File: config.mk
export PLATFORM = sky130hd
export DESIGN_NAME = flash_erase_ctrl
export DESIGN_NICKNAME = d
export VERILOG_FILES = /design/src/rtl/fe_pkg.sv /design/src/rtl/fe_cmd_seq.sv /design/src/rtl/fe_array.sv /design/src/rtl/flash_erase_ctrl.sv
export SDC_FILE = /design/constraint.sdc
export NUM_CORES = 1
export LEC_CHECK = 0
export BUFFER_PORTS_ARGS = -buffer_cell sky130_fd_sc_hd__buf_2
export CAP_MARGIN = 0
export CORE_MARGIN = 2
export CORE_UTILIZATION = 35
export DETAILED_ROUTE_END_ITERATION = 12
export HOLD_SLACK_MARGIN = 0.08
export PLACE_DENSITY = 0.53
export SLEW_MARGIN = 30
export SYNTH_ARGS = -nofsm -noshare
export SYNTH_HDL_FRONTEND = slang
export SYNTH_SLANG_ARGS = --single-unit
File: constraint.sdc
create_clock -name clk_i -period 3.9 [get_ports clk_i]
set_input_delay 0.78 -clock clk_i [delete_from_list [all_inputs] [get_ports clk_i]]
set_output_delay 0.78 -clock clk_i [all_outputs]
set_load 0.05 [all_outputs]
File: src/rtl/fe_pkg.sv
package fe_pkg;
  typedef enum logic [2:0] {ST_READ, ST_SEL, ST_RUN, ST_EMPTY, ST_ERR} fe_state_e;

  localparam logic [7:0] CMD_KEY1  = 8'hAA;
  localparam logic [7:0] CMD_KEY2  = 8'h55;
  localparam logic [7:0] CMD_ERASE = 8'h80;
  localparam logic [7:0] CMD_CHIP  = 8'h10;
  localparam logic [7:0] CMD_BLOCK = 8'h30;
  localparam logic [7:0] CMD_SUSP  = 8'hB0;
  localparam logic [7:0] CMD_RESET = 8'hF0;

  localparam int STAT_READY = 7;
  localparam int STAT_ERR   = 5;
  localparam int STAT_RUN   = 3;
endpackage

File: src/rtl/fe_cmd_seq.sv
module fe_cmd_seq #(
  parameter int ADDR_W = 6,
  parameter logic [ADDR_W-1:0] UNLOCK_A = 'h2A,
  parameter logic [ADDR_W-1:0] UNLOCK_B = 'h15
) (
  input  logic              clk_i,
  input  logic              rst_ni,
  input  logic              armed_i,
  input  logic              we_i,
  input  logic [ADDR_W-1:0] addr_i,
  input  logic [7:0]        cmd_i,
  output logic              chip_go_o,
  output logic              blk_go_o
);
  import fe_pkg::*;

  logic [2:0]        step_q;
  logic [ADDR_W-1:0] exp_a;
  logic [7:0]        exp_d;
  logic              key_ok, fire;

  always_comb begin
    unique case (step_q)
      3'd0: begin exp_a = UNLOCK_A; exp_d = CMD_KEY1;  end
      3'd1: begin exp_a = UNLOCK_B; exp_d = CMD_KEY2;  end
      3'd2: begin exp_a = UNLOCK_A; exp_d = CMD_ERASE; end
      3'd3: begin exp_a = UNLOCK_A; exp_d = CMD_KEY1;  end
      3'd4: begin exp_a = UNLOCK_B; exp_d = CMD_KEY2;  end
      default: begin exp_a = UNLOCK_A; exp_d = CMD_CHIP; end
    endcase
  end

  assign key_ok    = (addr_i == exp_a) && (cmd_i == exp_d);
  assign fire      = armed_i && we_i && (step_q == 3'd5);
  assign chip_go_o = fire && (addr_i == UNLOCK_A) && (cmd_i == CMD_CHIP);
  assign blk_go_o  = fire && (cmd_i == CMD_BLOCK);

  always_ff @(posedge clk_i or negedge rst_ni) begin
    if (!rst_ni)                     step_q <= '0;
    else if (!armed_i)               step_q <= '0;
    else if (we_i) begin
      if (step_q == 3'd5)            step_q <= '0;
      else if (key_ok)               step_q <= step_q + 3'd1;
      else                           step_q <= '0;
    end
  end

  p_seq_idle_r2: assert property (@(posedge clk_i) disable iff (!rst_ni)
    !armed_i |=> (step_q == 3'd0));
endmodule

File: src/rtl/fe_array.sv
module fe_array #(
  parameter int ADDR_W = 6,
  parameter int DW     = 8,
  parameter int BLK_W  = 3
) (
  input  logic              clk_i,
  input  logic              rst_ni,
  input  logic              erase_en_i,
  input  logic [BLK_W-1:0]  erase_blk_i,
  input  logic [ADDR_W-1:0] raddr_i,
  output logic [DW-1:0]     rdata_o
);
  localparam int WORDS = 1 << ADDR_W;
  localparam int BW    = 1 << (ADDR_W - BLK_W);

  logic [DW-1:0] mem_q [WORDS];

  always_ff @(posedge clk_i or negedge rst_ni) begin
    if (!rst_ni) begin
      for (int i = 0; i < WORDS; i++) mem_q[i] <= DW'(i) ^ DW'(8'h5A);
    end else if (erase_en_i) begin
      for (int w = 0; w < BW; w++) mem_q[int'(erase_blk_i) * BW + w] <= '1;
    end
  end

  assign rdata_o = mem_q[raddr_i];

  p_erase_ones_r5: assert property (@(posedge clk_i) disable iff (!rst_ni)
    erase_en_i |=> (mem_q[int'($past(erase_blk_i)) * BW + BW - 1] == '1));
endmodule

File: src/rtl/flash_erase_ctrl.sv
module flash_erase_ctrl #(
  parameter int ADDR_W       = 6,
  parameter int DW           = 8,
  parameter int NUM_BLK      = 8,
  parameter int TICKS_PER_US = 50,
  parameter int SEL_US       = 50,
  parameter int EMPTY_US     = 100,
  parameter int ERASE_CYC    = 64,
  parameter logic [ADDR_W-1:0] UNLOCK_A = 'h2A,
  parameter logic [ADDR_W-1:0] UNLOCK_B = 'h15
) (
  input  logic               clk_i,
  input  logic               rst_ni,
  input  logic               we_i,
  input  logic [ADDR_W-1:0]  addr_i,
  input  logic [DW-1:0]      wdata_i,
  input  logic [NUM_BLK-1:0] prot_i,
  input  logic               erase_fail_i,
  output logic [DW-1:0]      rdata_o,
  output logic               busy_o,
  output logic               suspend_req_o
);
  import fe_pkg::*;

  localparam int BLK_W     = $clog2(NUM_BLK);
  localparam int SEL_CYC   = TICKS_PER_US * SEL_US;
  localparam int EMPTY_CYC = TICKS_PER_US * EMPTY_US;
  localparam int TW        = $clog2(SEL_CYC + 1);
  localparam int CNT_MAX   = (ERASE_CYC > EMPTY_CYC) ? ERASE_CYC : EMPTY_CYC;
  localparam int CW        = $clog2(CNT_MAX + 1);

  fe_state_e          state_q;
  logic [NUM_BLK-1:0] sel_q, run_q, blk_oh, start_src, start_map;
  logic [BLK_W-1:0]   idx_q, addr_blk;
  logic [TW-1:0]      tmr_q;
  logic [CW-1:0]      cnt_q;
  logic               err_q, chip_q, susp_q;
  logic [7:0]         cmd;
  logic               chip_go, blk_go, sel_add, start, run_sel, last_tick, erase_en;
  logic               stat_mode;
  logic [DW-1:0]      arr_data, status;

  assign cmd       = wdata_i[7:0];
  assign addr_blk  = addr_i[ADDR_W-1 -: BLK_W];
  assign blk_oh    = NUM_BLK'(1) << addr_blk;

  fe_cmd_seq #(.ADDR_W(ADDR_W), .UNLOCK_A(UNLOCK_A), .UNLOCK_B(UNLOCK_B)) u_seq (
    .clk_i, .rst_ni,
    .armed_i  (state_q == ST_READ),
    .we_i, .addr_i,
    .cmd_i    (cmd),
    .chip_go_o(chip_go),
    .blk_go_o (blk_go)
  );

  assign sel_add   = (state_q == ST_SEL) && we_i && (cmd == CMD_BLOCK);
  assign start     = chip_go ||
                     ((state_q == ST_SEL) && (tmr_q == TW'(SEL_CYC - 1)) && !sel_add);
  assign start_src = (state_q == ST_READ) ? '1 : sel_q;
  assign start_map = start_src & ~prot_i;
  assign run_sel   = run_q[idx_q];
  assign last_tick = (cnt_q == CW'(ERASE_CYC - 1));
  assign erase_en  = (state_q == ST_RUN) && run_sel && last_tick;

  always_ff @(posedge clk_i or negedge rst_ni) begin
    if (!rst_ni) begin
      state_q <= ST_READ;
      sel_q   <= '0;
      run_q   <= '0;
      idx_q   <= '0;
      tmr_q   <= '0;
      cnt_q   <= '0;
      err_q   <= 1'b0;
      chip_q  <= 1'b0;
      susp_q  <= 1'b0;
    end else begin
      susp_q <= we_i && (cmd == CMD_SUSP) && !chip_q &&
                ((state_q == ST_SEL) || (state_q == ST_RUN));
      unique case (state_q)
        ST_READ: begin
          if (chip_go) chip_q <= 1'b1;
          else if (blk_go) begin
            chip_q  <= 1'b0;
            sel_q   <= blk_oh;
            tmr_q   <= '0;
            state_q <= ST_SEL;
          end
        end
        ST_SEL: begin
          if (sel_add) begin
            sel_q <= sel_q | blk_oh;
            tmr_q <= '0;
          end else tmr_q <= tmr_q + TW'(1);
        end
        ST_RUN: begin
          if (run_sel && !last_tick) cnt_q <= cnt_q + CW'(1);
          else begin
            cnt_q <= '0;
            if (run_sel && erase_fail_i) err_q <= 1'b1;
            if (idx_q == BLK_W'(NUM_BLK - 1))
              state_q <= (err_q || (run_sel && erase_fail_i)) ? ST_ERR : ST_READ;
            else idx_q <= idx_q + BLK_W'(1);
          end
        end
        ST_EMPTY: begin
          if (cnt_q == CW'(EMPTY_CYC - 1)) begin
            cnt_q   <= '0;
            state_q <= ST_READ;
          end else cnt_q <= cnt_q + CW'(1);
        end
        ST_ERR: begin
          if (we_i && (cmd == CMD_RESET)) begin
            err_q   <= 1'b0;
            state_q <= ST_READ;
          end
        end
        default: state_q <= ST_READ;
      endcase
      if (start) begin
        run_q   <= start_map;
        idx_q   <= '0;
        cnt_q   <= '0;
        err_q   <= 1'b0;
        state_q <= (|start_map) ? ST_RUN : ST_EMPTY;
      end
    end
  end

  fe_array #(.ADDR_W(ADDR_W), .DW(DW), .BLK_W(BLK_W)) u_array (
    .clk_i, .rst_ni,
    .erase_en_i (erase_en),
    .erase_blk_i(idx_q),
    .raddr_i    (addr_i),
    .rdata_o    (arr_data)
  );

  always_comb begin
    status             = '0;
    status[STAT_READY] = (state_q == ST_ERR);
    status[STAT_ERR]   = err_q;
    status[STAT_RUN]   = (state_q == ST_RUN) || (state_q == ST_EMPTY) || (state_q == ST_ERR);
  end

  assign stat_mode     = (state_q != ST_READ);
  assign rdata_o       = stat_mode ? status : arr_data;
  assign busy_o        = (state_q == ST_SEL) || (state_q == ST_RUN) || (state_q == ST_EMPTY);
  assign suspend_req_o = susp_q;

  p_busy_status_r9: assert property (@(posedge clk_i) disable iff (!rst_ni)
    busy_o |-> (rdata_o[STAT_READY] == 1'b0));
  p_sel_bound_r3: assert property (@(posedge clk_i) disable iff (!rst_ni)
    (state_q == ST_SEL) |-> (int'(tmr_q) < SEL_CYC));
  p_no_add_r4: assert property (@(posedge clk_i) disable iff (!rst_ni)
    ((state_q == ST_RUN) && $past(state_q == ST_RUN)) |-> $stable(run_q));
  p_chip_no_susp_r7: assert property (@(posedge clk_i) disable iff (!rst_ni)
    (chip_q && (state_q == ST_RUN)) |-> !suspend_req_o);
  p_susp_cause_r8: assert property (@(posedge clk_i) disable iff (!rst_ni)
    suspend_req_o |-> $past(we_i));
  p_empty_exit_r6: assert property (@(posedge clk_i) disable iff (!rst_ni)
    (state_q == ST_EMPTY) |=> ((state_q == ST_EMPTY) || (state_q == ST_READ)));
  p_err_hold_r11: assert property (@(posedge clk_i) disable iff (!rst_ni)
    ((state_q == ST_ERR) && !(we_i && (cmd == CMD_RESET))) |=> (state_q == ST_ERR));
endmodule

==> flow_summary.ini <==
[routing]
wl_met2_um = 24000
antenna_left = 0
wl_met1_um = 26000
highest_layer = met5
met3_length_um = 2110
first_iter_violations = 950
routed_wl_um = 53400
via_per_inst = 5.01
wl_per_cell_um = 19.2
drcViolationCount = 0
vias = 13900
first_pass_iters = 4

[sta]
tightest_slew_ns = 0.965
max_freq_mhz = 267
timing.hold.ws_ns = 0.188
hold_viol = 0
fin_worst_skew_ns = 0.0224
finalCritPeriodShare = 0.962
drv_slew = 0
relSlewSlack = 0.348
final-setup-viol-count = 0
rsz0062_at_grt = false
fin_crit_ns = 3.75

[critical_path]
worstPathArrival_ns = 2.97
cp-end-kind = primary output
slowest_delay_ns = 0.54
critPathKind = primary input to primary output
cp_slowest_cell = mux4_2
cp_cell_sequence = clkbuf_8, buf_12, mux4_2, a22oi_1, nor2_1, nor3_1, buf_4, a2111oi_2, buf_2
crit_path_max_fanout = 29
critPathLaunchType = primary input
required_ns = 3.12
r2r_cells = 6

[synthesis]
ys.flop_type = dfrtp_1
synth_warnings = 0
synth_top_family_by_area = simple AND/OR/NAND/NOR gates
synthAdderAreaFrac = 0.00468
yosys.area.top_type = dfrtp_1
synthDistinctLibCells = 73
ys_ff_latch = 565
ys_seq_area_frac = 0.600
synth.area.mux_share = 0.137
synthArstFlopShare = 1.00
synthCells = 1777
syn_avg_cell_area_um2 = 13.6
synth_top_area_frac = 0.321
netlist_area_um2 = 24100
synthesis.nets = 1812
synthXorXnorAreaFrac = 0.00145
synth_compound_area_frac = 0.0462
synth-edff-count = 0
synth_top_cells_by_area = dfrtp_1 (32%), dfstp_2 (28%), mux4_2 (12%)
synth-simple-area-share = 0.187

[global_routing]
antenna_found_initial = 2
grt_pass1_wl_um = 86800
grtUsageTotal = 0.156
grt_pass1_vias = 14800
grt_max_degree = 109
grt-ovfl-total = 0

[die]
die_h_um = 266
ios = 36
die_w_um = 266
core_area_um2 = 68300
die_area_um2 = 70900
initial_core_util = 0.352
num_rows = 96

[final_layout]
nets = 1883
antenna_cells = 0
drive_above_1_share = 0.441
seqCellArea_um2 = 14500
nFillCells = 6202
fin_cells = 2783
multi_input_area_um2 = 9160
final_common_cell = dfrtp_1
final_core_util = 0.412
final_cell_mix = dfrtp_1 (309), nand2b_1 (306), dfstp_2 (256), or2_2 (194), mux4_2 (128)
areaGrowthSynthToFinish_pct = 16.8

[clock_tree]
postCtsSetupRepairBufs = 0
clk_pin_slew_ns = 0.06
clock-sinks = 565
cts_tree = yes
cts_root_buf = clkbuf_16
cts_htree_levels = 3
cts_buffer_depth = 3
cts_buffers = 66
clk_latency_ns = 0.59
hold_buffers = 0

[power]
irDropWorstVdd_v = 0.000265
intPower_mw = 10.2
powerDensity_nw_per_um2 = 462
leakage_nw = 13.9
p_switching_mw = 2.82
sw_frac_of_total = 0.217
power_frac_seq = 0.457
combPwrFrac = 0.042
pwr-share-clk = 0.501

[placed_design]
port_buffers = 35
place_inst = 2662
place_congestion = 0.843
dp_hpwl_um = 34800

[job]
cap_violations = 0

[hold_path]
min_path_type = primary input to asynchronous set/reset pin

[run_status]
status = completed
==> repair_timing <==
action	CTS	global route
hold endpoints to repair	0	0
setup endpoints to repair	2	3
gates resized for setup	3	5
pin swaps	0	0
==> power by group through the flow <==
stage                     Sequential [mW]  Clock [mW]  Combinational [mW]
after global placement               6.03           0               0.552
after floorplan                      6.02           0               0.266
final                                5.94        6.51               0.548
after CTS                            5.94        6.70               0.564
after global routing                 5.94        6.93               0.609
after detailed placement             6.03           0               0.562
==> sequential cells by signal (all words and copies together), names as in the netlist <==
register and count:
suspend_req_o 1, sel_q 8, idx_q 3, u_seq.step_q 3, chip_q 1, run_q 8, state_q 3, err_q 1
tmr_q 12, u_array.mem_q 512, cnt_q 13
==> path summary, 6_finish.rpt <==
path | end | startpoint | slack, ns
worst max-delay path | rdata_o[6] | addr_i[0] | 0.15
worst min-delay path | cnt_q[12] | rst_ni | 0.19
worst max register to register | u_array.mem_q[317] | state_q[1] | 0.85
worst min register to register | u_array.mem_q[365] | u_array.mem_q[365] | 0.46
max in group asynchronous | u_array.mem_q[116] | rst_ni | 2.64
min in group clk_i | u_array.mem_q[365] | u_array.mem_q[365] | 0.46
==> cell usage after synthesis, types with 10 or more instances <==
cell type    n
dfrtp_1    309
a21oi_1     12
o22ai_1     13
nor2b_1     16
buf_2       42
nand2b_1   306
nand4_1     16
or2b_1      20
or2_2      194
and3_1      10
mux2i_1     32
mux4_2     128
dfstp_2    256
nand3_1     25
nor3_1      14
o21ai_0     49
a22oi_1     14
nand2_1     52
clkbuf_1    53
nor2_1      42
==> kinds of logic (layout without fill, tap and decap cells) <==
logic type	count (synthesis)	in the layout
buffers and inverters	123	247
DFF	565	565
muxes	168	168
xor gates and xnor gates	4	4
and+or+nand+nor	745	745
AOI/OAI and AO/OA	163	163
adders and majority gates	9	9
==> worst max-delay path, delay by kind of cell <==
| kind | cells | cell delay (ns) |
|---|---|---|
| muxes | 1 | 0.54 |
| buffers and inverters | 4 | 0.91 |
| AOI/OAI and AO/OA | 2 | 0.25 |
| and+or+nand+nor | 2 | 0.44 |
==> through the flow <==
step / area [um^2] / power (mW) / worst slack (ns) / TNS [ns]
2_1_floorplan: 24100 / 6.28 / 0.100 / 0
3_3_place_gp: 25800 / 6.58 / -0.435 / -0.663
3_5_place_dp: 25800 / 6.60 / -0.239 / -0.283
4_1_cts: 28100 / 13.2 / 0.0465 / 0
5_1_grt: 28100 / 13.5 / 0.0149 / 0
6_report: 28100 / 13.0 / 0.149 / 0
==> area by class of cell <==
| class | instances | share of cell area |
|---|---|---|
| clock inverter | 22 | 0.0116 |
| tap | 882 | 0.0392 |
| sequential | 565 | 0.514 |
| multi-input combinational | 1089 | 0.326 |
| clock buffer | 99 | 0.0712 |
| inverter | 9 | 0.00120 |
| timing repair buffer | 117 | 0.0372 |
==> per-layer routing <==
layer,vias to the layer above,track usage
met5,-,0
met3,84,0.0276
met4,4,0.0519
met1,7283,0.227
li1,6334,-
met2,237,0.236
No activity file was read; power rests on OpenSTA's default activity.
